File: src/rtl/dlyx_pkg.sv
package dlyx_pkg;
  localparam logic [1:0] KIND_ALU   = 2'd0;
  localparam logic [1:0] KIND_LOAD  = 2'd1;
  localparam logic [1:0] KIND_STORE = 2'd2;

  typedef enum logic [1:0] {
    SEL_RF      = 2'd0,
    SEL_E2_ALU  = 2'd1,
    SEL_E3_ALU  = 2'd2,
    SEL_E3_LOAD = 2'd3
  } fsel_e;
endpackage

File: src/rtl/dlyx_hazard.sv
// Issue-time check for one operand against the producers in E1 and E2.
module dlyx_hazard #(
  parameter int REG_W = 5
) (
  input  logic [REG_W-1:0] src,
  input  logic             en,
  input  logic             early,
  input  logic             p1_wr,
  input  logic             p1_ld,
  input  logic [REG_W-1:0] p1_dst,
  input  logic             p2_wr,
  input  logic             p2_ld,
  input  logic [REG_W-1:0] p2_dst,
  output logic             hazard
);
  logic m1, m2;

  assign m1 = en && p1_wr && (p1_dst == src);
  assign m2 = en && p2_wr && (p2_dst == src);

  // Youngest match decides. A producer one slot ahead is late only for
  // loads, or for an address base; two slots ahead only a load feeding a base.
  always_comb begin
    if (m1)      hazard = p1_ld || early;
    else if (m2) hazard = p2_ld && early;
    else         hazard = 1'b0;
  end
endmodule

File: src/rtl/dlyx_fwd_sel.sv
// E1 operand source select for one operand.
module dlyx_fwd_sel
  import dlyx_pkg::*;
#(
  parameter int REG_W = 5
) (
  input  logic [REG_W-1:0] src,
  input  logic             en,
  input  logic             p2_wr,
  input  logic [REG_W-1:0] p2_dst,
  input  logic             p3_wr,
  input  logic             p3_ld,
  input  logic [REG_W-1:0] p3_dst,
  output logic [1:0]       sel
);
  logic m2, m3;

  assign m2 = en && p2_wr && (p2_dst == src);
  assign m3 = en && p3_wr && (p3_dst == src);

  always_comb begin
    if (m2)      sel = SEL_E2_ALU;
    else if (m3) sel = p3_ld ? SEL_E3_LOAD : SEL_E3_ALU;
    else         sel = SEL_RF;
  end
endmodule

File: src/rtl/dlyx_interlock.sv
module dlyx_interlock
  import dlyx_pkg::*;
#(
  parameter int REG_W = 5
) (
  input  logic             clk,
  input  logic             rst_n,
  input  logic             in_valid,
  output logic             in_ready,
  input  logic [1:0]       in_kind,
  input  logic [REG_W-1:0] in_dst,
  input  logic [REG_W-1:0] in_src_a,
  input  logic             in_src_a_en,
  input  logic [REG_W-1:0] in_src_b,
  input  logic             in_src_b_en,
  output logic             e1_valid,
  output logic [1:0]       e1_sel_a,
  output logic [1:0]       e1_sel_b
);
  localparam int NOPS = 2;  // operand 0 is the address base of memory ops
  localparam int NST  = 3;  // tracked stages: index 0 = E1, 1 = E2, 2 = E3

  logic id_load, id_mem, id_wr, accept;
  logic [NOPS-1:0][REG_W-1:0] id_src;
  logic [NOPS-1:0]            id_en, id_early;

  assign id_load  = (in_kind == KIND_LOAD);
  assign id_mem   = (in_kind == KIND_LOAD) || (in_kind == KIND_STORE);
  assign id_wr    = (in_kind != KIND_STORE) && (in_dst != '0);
  assign id_src   = {in_src_b, in_src_a};
  assign id_en    = {in_src_b_en, in_src_a_en} & {NOPS{in_valid}};
  assign id_early = {1'b0, id_mem};

  // producer tags per stage
  logic [NST-1:0]            st_wr, st_ld;
  logic [NST-1:0][REG_W-1:0] st_dst;
  // consumer tags held in E1
  logic [NOPS-1:0][REG_W-1:0] e1_src;
  logic [NOPS-1:0]            e1_en, e1_early;

  logic [NOPS-1:0]      op_haz;
  logic [NOPS-1:0][1:0] op_sel;

  for (genvar g = 0; g < NOPS; g++) begin : g_op
    dlyx_hazard #(.REG_W(REG_W)) u_haz (
      .src(id_src[g]), .en(id_en[g]), .early(id_early[g]),
      .p1_wr(st_wr[0]), .p1_ld(st_ld[0]), .p1_dst(st_dst[0]),
      .p2_wr(st_wr[1]), .p2_ld(st_ld[1]), .p2_dst(st_dst[1]),
      .hazard(op_haz[g])
    );
    dlyx_fwd_sel #(.REG_W(REG_W)) u_sel (
      .src(e1_src[g]), .en(e1_en[g]),
      .p2_wr(st_wr[1]), .p2_dst(st_dst[1]),
      .p3_wr(st_wr[2]), .p3_ld(st_ld[2]), .p3_dst(st_dst[2]),
      .sel(op_sel[g])
    );
  end

  assign in_ready = ~|op_haz;
  assign accept   = in_valid && in_ready;
  assign e1_sel_a = op_sel[0];
  assign e1_sel_b = op_sel[1];

  always_ff @(posedge clk or negedge rst_n) begin
    if (!rst_n) begin
      st_wr    <= '0;
      st_ld    <= '0;
      st_dst   <= '0;
      e1_valid <= 1'b0;
      e1_src   <= '0;
      e1_en    <= '0;
      e1_early <= '0;
    end else begin
      // a stalled cycle loads a bubble into E1
      st_wr[0]  <= accept && id_wr;
      st_ld[0]  <= accept && id_load;
      st_dst[0] <= in_dst;
      e1_valid  <= accept;
      e1_src    <= id_src;
      e1_en     <= accept ? id_en : '0;
      e1_early  <= id_early;
      for (int s = 1; s < NST; s++) begin
        st_wr[s]  <= st_wr[s-1];
        st_ld[s]  <= st_ld[s-1];
        st_dst[s] <= st_dst[s-1];
      end
    end
  end

  // a stalled issue cycle is followed by a bubble in E1
  assert_bubble_after_stall_R7: assert property (@(posedge clk) disable iff (!rst_n)
    (in_valid && !in_ready) |=> (!e1_valid && e1_sel_a == SEL_RF && e1_sel_b == SEL_RF));

  // an idle input never reports a stall
  assert_idle_ready_R9: assert property (@(posedge clk) disable iff (!rst_n)
    !in_valid |-> in_ready);

  // nothing that reads a load's target enters right behind that load
  assert_load_use_gap_R1: assert property (@(posedge clk) disable iff (!rst_n)
    !(accept && $past(accept && id_load && id_wr) &&
      ((in_src_a_en && in_src_a == $past(in_dst)) ||
       (in_src_b_en && in_src_b == $past(in_dst)))));

  // the E2 forward only ever carries an ALU result
  assert_e2_fwd_alu_R2: assert property (@(posedge clk) disable iff (!rst_n)
    (e1_sel_a == SEL_E2_ALU || e1_sel_b == SEL_E2_ALU) |-> (st_wr[1] && !st_ld[1]));

  // an address base is never fed from the E2 forward
  assert_base_not_e2_R3: assert property (@(posedge clk) disable iff (!rst_n)
    (e1_valid && e1_early[0]) |-> (e1_sel_a != SEL_E2_ALU));
endmodule

File: config.mk
export PLATFORM = sky130hd
export DESIGN_NAME = dlyx_interlock
export DESIGN_NICKNAME = d
export VERILOG_FILES = /design/src/rtl/dlyx_pkg.sv /design/src/rtl/dlyx_hazard.sv /design/src/rtl/dlyx_fwd_sel.sv /design/src/rtl/dlyx_interlock.sv
export SDC_FILE = /design/constraint.sdc
export NUM_CORES = 1
export LEC_CHECK = 0
export BUFFER_PORTS_ARGS = -buffer_cell sky130_fd_sc_hd__buf_2
export CORE_UTILIZATION = 53
export DETAILED_ROUTE_END_ITERATION = 6
export PLACE_DENSITY_LB_ADDON = 0.15
export SLEW_MARGIN = 20
export SYNTH_ARGS = -nofsm -noshare
export SYNTH_HDL_FRONTEND = slang
export SYNTH_SLANG_ARGS = --single-unit
export TNS_END_PERCENT = 100
File: constraint.sdc
create_clock -name clk -period 1.71 [get_ports clk]
set_input_delay 0.342 -clock clk [delete_from_list [all_inputs] [get_ports clk]]
set_output_delay 0.342 -clock clk [all_outputs]
set_load 0.01 [all_outputs]
==> results of run 1 <==
-- registers in the layout, indices dropped and copies added, names as in the netlist --
register  count
e1_en         2
e1_src       10
e1_valid      1
st_dst       15
st_ld         3
st_wr         3
-- cell families (layout without fill, tap and decap cells) --
group                    after synthesis  in the layout
XOR/XNOR                              35             35
flip-flops                            34             34
AND/OR/NAND/NOR                       30             30
buffers and inverters                  3             46
adder cells (fa/ha/maj)                2              2
AO/OA/AOI/OAI                          4              4
-- metal layers --
layer  vias up  GRT usage
li1        454          -
met1       452      0.247
met2        24      0.352
met3        10      0.102
met4         0      0.123
met5         -          0
-- through the flow --
| stage | hold slack (ns) | setup TNS [ns] | utilization |
|---|---|---|---|
| 4_1_cts | 0.0608 | -1.52 | 0.690 |
| 6_report | 0.0487 | -1.42 | 0.699 |
| 3_5_place_dp | 0.375 | -1.16 | 0.648 |
| 5_1_grt | 0.0938 | -2.02 | 0.699 |
| 2_1_floorplan | 0.0464 | 0 | - |
| 3_3_place_gp | 0.391 | -0.710 | 0.648 |
-- worst max-delay path, cell delays in order, from the launching register on --
cell and delay (ns):
dfrtp_1 0.42, xor2_1 0.18, nor4_1 0.30, nand4_1 0.17, nor2b_1 0.16, buf_2 0.13
-- layout make-up --
cell class	count	area [um2]
Sequential cell	34	853
Fill cell	182	752
Multi-Input combinational cell	71	562
Timing Repair Buffer	36	203
Clock buffer	6	51.3
Tap cell	30	37.5
Clock inverter	1	30.0
Inverter	3	11.3
-- cells in the mapped netlist (all sizes together) (2+ instances only) --
| cell type | instances |
|---|---|
| and3 | 4 |
| dfrtp | 34 |
| ha | 2 |
| inv | 3 |
| nand4 | 8 |
| nor2 | 3 |
| nor3 | 4 |
| nor4 | 4 |
| xnor2 | 17 |
| xor2 | 18 |
-- power groups by stage --
stage / registers, W / clock network [W] / logic, W
after global routing: 0.000887 / 0.000629 / 0.000189
after global placement: 0.000897 / 0 / 0.000156
after detailed placement: 0.000900 / 0 / 0.000158
after CTS: 0.000882 / 0.000598 / 0.000166
after floorplan: 0.000893 / 0 / 0.0000814
final: 0.000882 / 0.000585 / 0.000171
-- worst max path at each step --
stage | from | to | slack (ns) | depth (start not counted)
2_1_floorplan | in_kind[0] | in_ready | 0.09 | 6
3_3_place_gp | in_kind[0] | in_ready | -0.17 | 8
3_5_place_dp | in_kind[0] | in_ready | -0.24 | 8
4_1_cts | st_dst[2] | in_ready | -0.35 | 5
5_1_grt | st_dst[7] | e1_sel_b[1] | -0.46 | 5
6_report | e1_src[7] | e1_sel_b[1] | -0.33 | 5
-- repair_timing --
item / in CTS / in global routing
pin swaps: 3 / 5
gates resized for setup: 2 / 2
setup buffers: 3 / 2
hold buffers: 0 / 0
endpoints found under the setup margin: 5 / 7
==> impl_metrics.tcl, run 1 <==
set metrics [dict create \
    status "finished with violations" \
    violations "setup timing" \
    layout_setup_ws_ns -0.333 \
    highest_layer "met4" \
    syn_area_per_cell_um2 13.1 \
    clock_path_buffers 2 \
    insertion_delay_ns 0.34 \
    rsz0062_at_grt "true" \
    detail_route.first_pass.iterations 4 \
    wl_met2_um 1290 \
    r2r_slack_ns 0.07 \
    routed_via_density 5.19 \
    powerDensity_nw_per_um2 937 \
    finalClockSkew_ns 0.00553 \
    met1_length_um 1080 \
    hold_path_class "in2async" \
    hold_viol_final 0 \
    p_clk_frac 0.357 \
    dp_cells 169 \
    r2r_end "e1_en[0]" \
    power_frac_comb 0.104 \
    io_pins 28 \
    drive_gt1_frac 0.331 \
    cts_tree "built" \
    grt_pass1_vias 897 \
    routed_wirelength_um 2590 \
    groute.usage.overall 0.222 \
    synth_compound_area_frac 0.0177 \
    synth_ff_type "dfrtp_1" \
    fmax_ghz 0.489 \
    syn_area_um2 1420 \
    dr_total_vias 940 \
    slew_violations 0 \
    cap_violations 0 \
    tightest_slew_ns 0.709 \
    muxShareOfSynthArea 0 \
    cts_root_buf "clkbuf_4" \
    dpl_worst_slack_ns -0.236 \
    crit_path_end_kind "primary output" \
    drc 0 \
    die-area_um2 2890 \
    path_class "reg2out" \
    seq_power_share 0.539 \
    htreeDepth 2 \
    max-vdd-ir-drop_uv 746 \
    synth_nets 132 \
    core.rowCount 18 \
    synth.distinct_cells 23 \
    met3WireLength_um 126 \
    path_max_fanout 2 \
    yosysTopAreaCell "dfrtp_1" \
    async_reset_ff_frac 1.00 \
    start_kind "flop" \
    p_sw_w 0.000366 \
    cp_data_arrival_time_ns 1.70 \
    p_int_w 0.00127 \
    total_power_w 0.00164 \
    start_util 0.567 \
    overflow 0 \
    synthSimpleGateAreaFrac 0.140 \
    wl_per_cell_um 14.3 \
    syn_inst 108 \
    ff2ff_path_depth 6 \
    switching_share 0.223 \
    stdcell_area_um2 1750 \
    yosys.area_share.adder 0.0177 \
    place.gp.congestion 0.857 \
    die_y_um 53.7 \
    p_leak_nw 0.802 \
    final_cell_mix "dfrtp_1 (32), buf_2 (27), xor2_1 (18), xnor2_1 (17), buf_4 (9)" \
    die_w_um 53.7 \
    dpl_cell_area_um2 1620 \
    ys_ff_latch 34 \
    design.final.nets 175 \
    area_growth_pct 23.3 \
    final_cells 181 \
    min_period_ns 2.04 \
    coreArea_um2 2500 \
    post-route-period-util 1.19 \
    relSlewSlack 0.527 \
    dp_hpwl_um 1940 \
    setup_viol 5 \
    yosys_warnings 0 \
    synth_top_area_share 0.600 \
    grt_max_degree 35 \
    final_common_cell "dfrtp_1" \
    diodes 0 \
    ys_seq_area_frac 0.600 \
    synth-edff-count 0 \
    crit_required_ns 1.37 \
    numPortBuffers 27 \
    postRouteAntennaNets 0 \
    worst_r2r_startpoint "st_dst[8]" \
    drt-initial-drc-count 9 \
    grt_pass1_wl_um 4030 \
    cts-buffers-inserted 5 \
    antenna_found_initial 0 \
    synth_xor_area_frac 0.216 \
    cts.clk_slew.worst_paths_ns 0.09 \
    synth_top_family_by_area "XOR/XNOR gates" \
    cts.sinks 34 \
    netlist_top_cells_area "dfrtp_1 (60%), xor2_1 (11%), xnor2_1 (11%), nand4_1 (3.5%), and3_1 (1.8%)" \
]
Note: power is estimated with default switching activity, not from simulation.
==> inputs of run 2 (changes only) <==
--- a/config.mk
+++ b/config.mk
@@ -7,6 +7,7 @@
 export LEC_CHECK = 0
 export BUFFER_PORTS_ARGS = -buffer_cell sky130_fd_sc_hd__buf_2
 export CORE_UTILIZATION = 53
+export CTS_CLUSTER_SIZE = 25
 export DETAILED_ROUTE_END_ITERATION = 6
 export PLACE_DENSITY_LB_ADDON = 0.15
 export SLEW_MARGIN = 20
==> constraint.sdc (replaced) <==
create_clock -name clk -period 2.1 [get_ports clk]
set_input_delay 0.42 -clock clk [delete_from_list [all_inputs] [get_ports clk]]
set_output_delay 0.42 -clock clk [all_outputs]
set_load 0.01 [all_outputs]
==> run 2 against run 1 <==
The flow now finishes without violations. First-iteration DRC count fell by 33%. Sequential share of layout area fell by 0.86 points. Global-route usage fell by 0.28 points. Cell area rose by 1.8%. Register-to-register slack better by 0.41 ns. Count of clock-buffer cells in the layout is 2 higher. Core utilization increased by 1.3 points. Sequential cell count unchanged. Wire length is 1.3% lower. Critical path depth grew 1. Highest routed layer unchanged.
==> impl_metrics.tcl, run 2 (synthesis gave the netlist of run 1 again) <==
set metrics [dict create \
    cts_root_buf "clkbuf_4" \
    worst_r2r_startpoint "st_dst[3]" \
    r2r_end "e1_en[1]" \
    crit_chain "buf_4 > xnor2_1 > nand4_1 > nor3_2 > nor3b_4 > buf_2" \
    use_met3 0.0593 \
    diodes 0 \
    ff2ff_path_depth 7 \
    dpl_worst_slack_ns 0.00398 \
    numPortBuffers 27 \
    powerDensity_nw_per_um2 725 \
    slew_violations 0 \
    grt.busiest_layer "met2" \
    fmax_ghz 0.485 \
    cts.clk_slew.worst_paths_ns 0.10 \
    hold_viol_final 0 \
    crit_required_ns 1.68 \
    drive_gt1_frac 0.366 \
    die_y_um 53.7 \
    die-area_um2 2890 \
    grt_pass1_wl_um 4080 \
    antenna_found_initial 0 \
    final_util 0.712 \
    path_max_fanout 3 \
    setup_viol 0 \
    cts-buffers-inserted 5 \
    routed_via_density 5.10 \
    insertion_delay_ns 0.32 \
    rsz0062_at_grt "true" \
    wl_per_cell_um 13.9 \
    reg.largest.list "st_dst x15, e1_src x10" \
    finalClockSkew_ns 0.00830 \
    cts.sinks 34 \
    min_period_ns 2.06 \
    stdcell_area_um2 1780 \
    cap_violations 0 \
    drc 0 \
    grt_max_degree 35 \
    largest_register "st_dst" \
    start_util 0.567 \
    final_cell_mix "dfrtp_1 (32), buf_2 (27), xor2_1 (17), xnor2_1 (16), buf_4 (10)" \
    cp_data_arrival_time_ns 1.64 \
    htreeDepth 2 \
    status "finished, final reports clean" \
    area_growth_pct 25.5 \
    crit_slowest_cell "dfrtp_1" \
    io_pins 28 \
    grt.met1_usage 0.267 \
    grt_pass1_vias 903 \
    place.gp.congestion 0.863 \
    largest_register_ffs 15 \
    die_w_um 53.7 \
    design.final.nets 176 \
    dpl_cell_area_um2 1600 \
    start_kind "flop" \
    max-vdd-ir-drop_uv 782 \
    dr_total_vias 934 \
    hold_path_class "in2async" \
    relSlewSlack 0.529 \
    r2r_slack_ns 0.48 \
    crit_path_end_kind "primary output" \
    cts_tree "built" \
    routed_wirelength_um 2550 \
    final_common_cell "dfrtp_1" \
    fill_cells 188 \
    tightest_slew_ns 0.707 \
    post-route-period-util 0.982 \
    max_stage_delay_ns 0.42 \
    use_met2 0.360 \
    hold_ws_ns 0.138 \
    groute.usage.overall 0.219 \
    coreArea_um2 2500 \
    path_class "reg2out" \
    clock_path_buffers 2 \
    core.rowCount 18 \
    postRouteAntennaNets 0 \
    drt-initial-drc-count 6 \
    overflow 0 \
    dp_hpwl_um 1940 \
    detail_route.first_pass.iterations 4 \
    layout_setup_ws_ns 0.0383 \
    hold_buffers 0 \
    p_leak_nw 0.816 \
]
run 2: cell count changes in the layout (fill, tap and decap cells not counted), sizes merged:
cell,delta
buf,+1
bufinv,-1
clkbuf,+2
run 2: what timing repair did:
item | CTS | global route
gates cloned | 0 | 0
buffers inserted | 3 | 6
setup endpoints to repair | 2 | 5
resized for setup | 3 | 5
pin swaps | 6 | 10
run 2: power breakdown:
part | internal [W] | total (W) | switching [W]
combinational | 0.0000742 | 0.000145 | 0.0000707
sequential | 0.000688 | 0.000719 | 0.0000305
clock | 0.000229 | 0.000426 | 0.000197
total | 0.000991 | 0.00129 | 0.000299
run 2: area by class of cell:
type	count	area, um2	area share
clock buffer	8	78.8	0.0443
inverter	3	11.3	0.00633
multi-input combinational	71	588	0.331
sequential	34	853	0.480
tap	30	37.5	0.0211
timing repair buffer	37	210	0.118
run 2: critical path, delay by kind of cell (launching register included):
family / cells / cell delay [ns]
flops: 1 / 0.42
simple gates: 3 / 0.47
buf+inv: 2 / 0.29
xor+xnor: 1 / 0.14
run 2: stage by stage:
| stage | setup TNS (ns) | total power, W | instances |
|---|---|---|---|
| after floorplan | 0 | 0.000793 | 108 |
| after global placement | 0 | 0.000853 | 166 |
| after CTS | 0 | 0.00129 | 177 |
| final | 0 | 0.00129 | 183 |
| after detailed placement | 0 | 0.000857 | 166 |
| after global routing | -0.193 | 0.00135 | 183 |
run 2: worst max-delay path by stage:
stage,from,endpoint,slack (ns),cells after the start
4_1_cts,st_dst[14],e1_sel_a[0],0.005,5
2_1_floorplan,in_kind[0],in_ready,0.32,6
3_5_place_dp,in_kind[0],in_ready,0.004,8
5_1_grt,st_dst[3],in_ready,-0.09,5
3_3_place_gp,in_kind[0],in_ready,0.06,8
6_report,st_dst[3],in_ready,0.04,6
run 2: routing by layer:
| layer | share of wire | wire [um] |
|---|---|---|
| met4 | 0.018 | 46 |
| met3 | 0.038 | 98 |
| met2 | 0.53 | 1340 |
| met1 | 0.42 | 1070 |
| met5 | 0 | 0 |
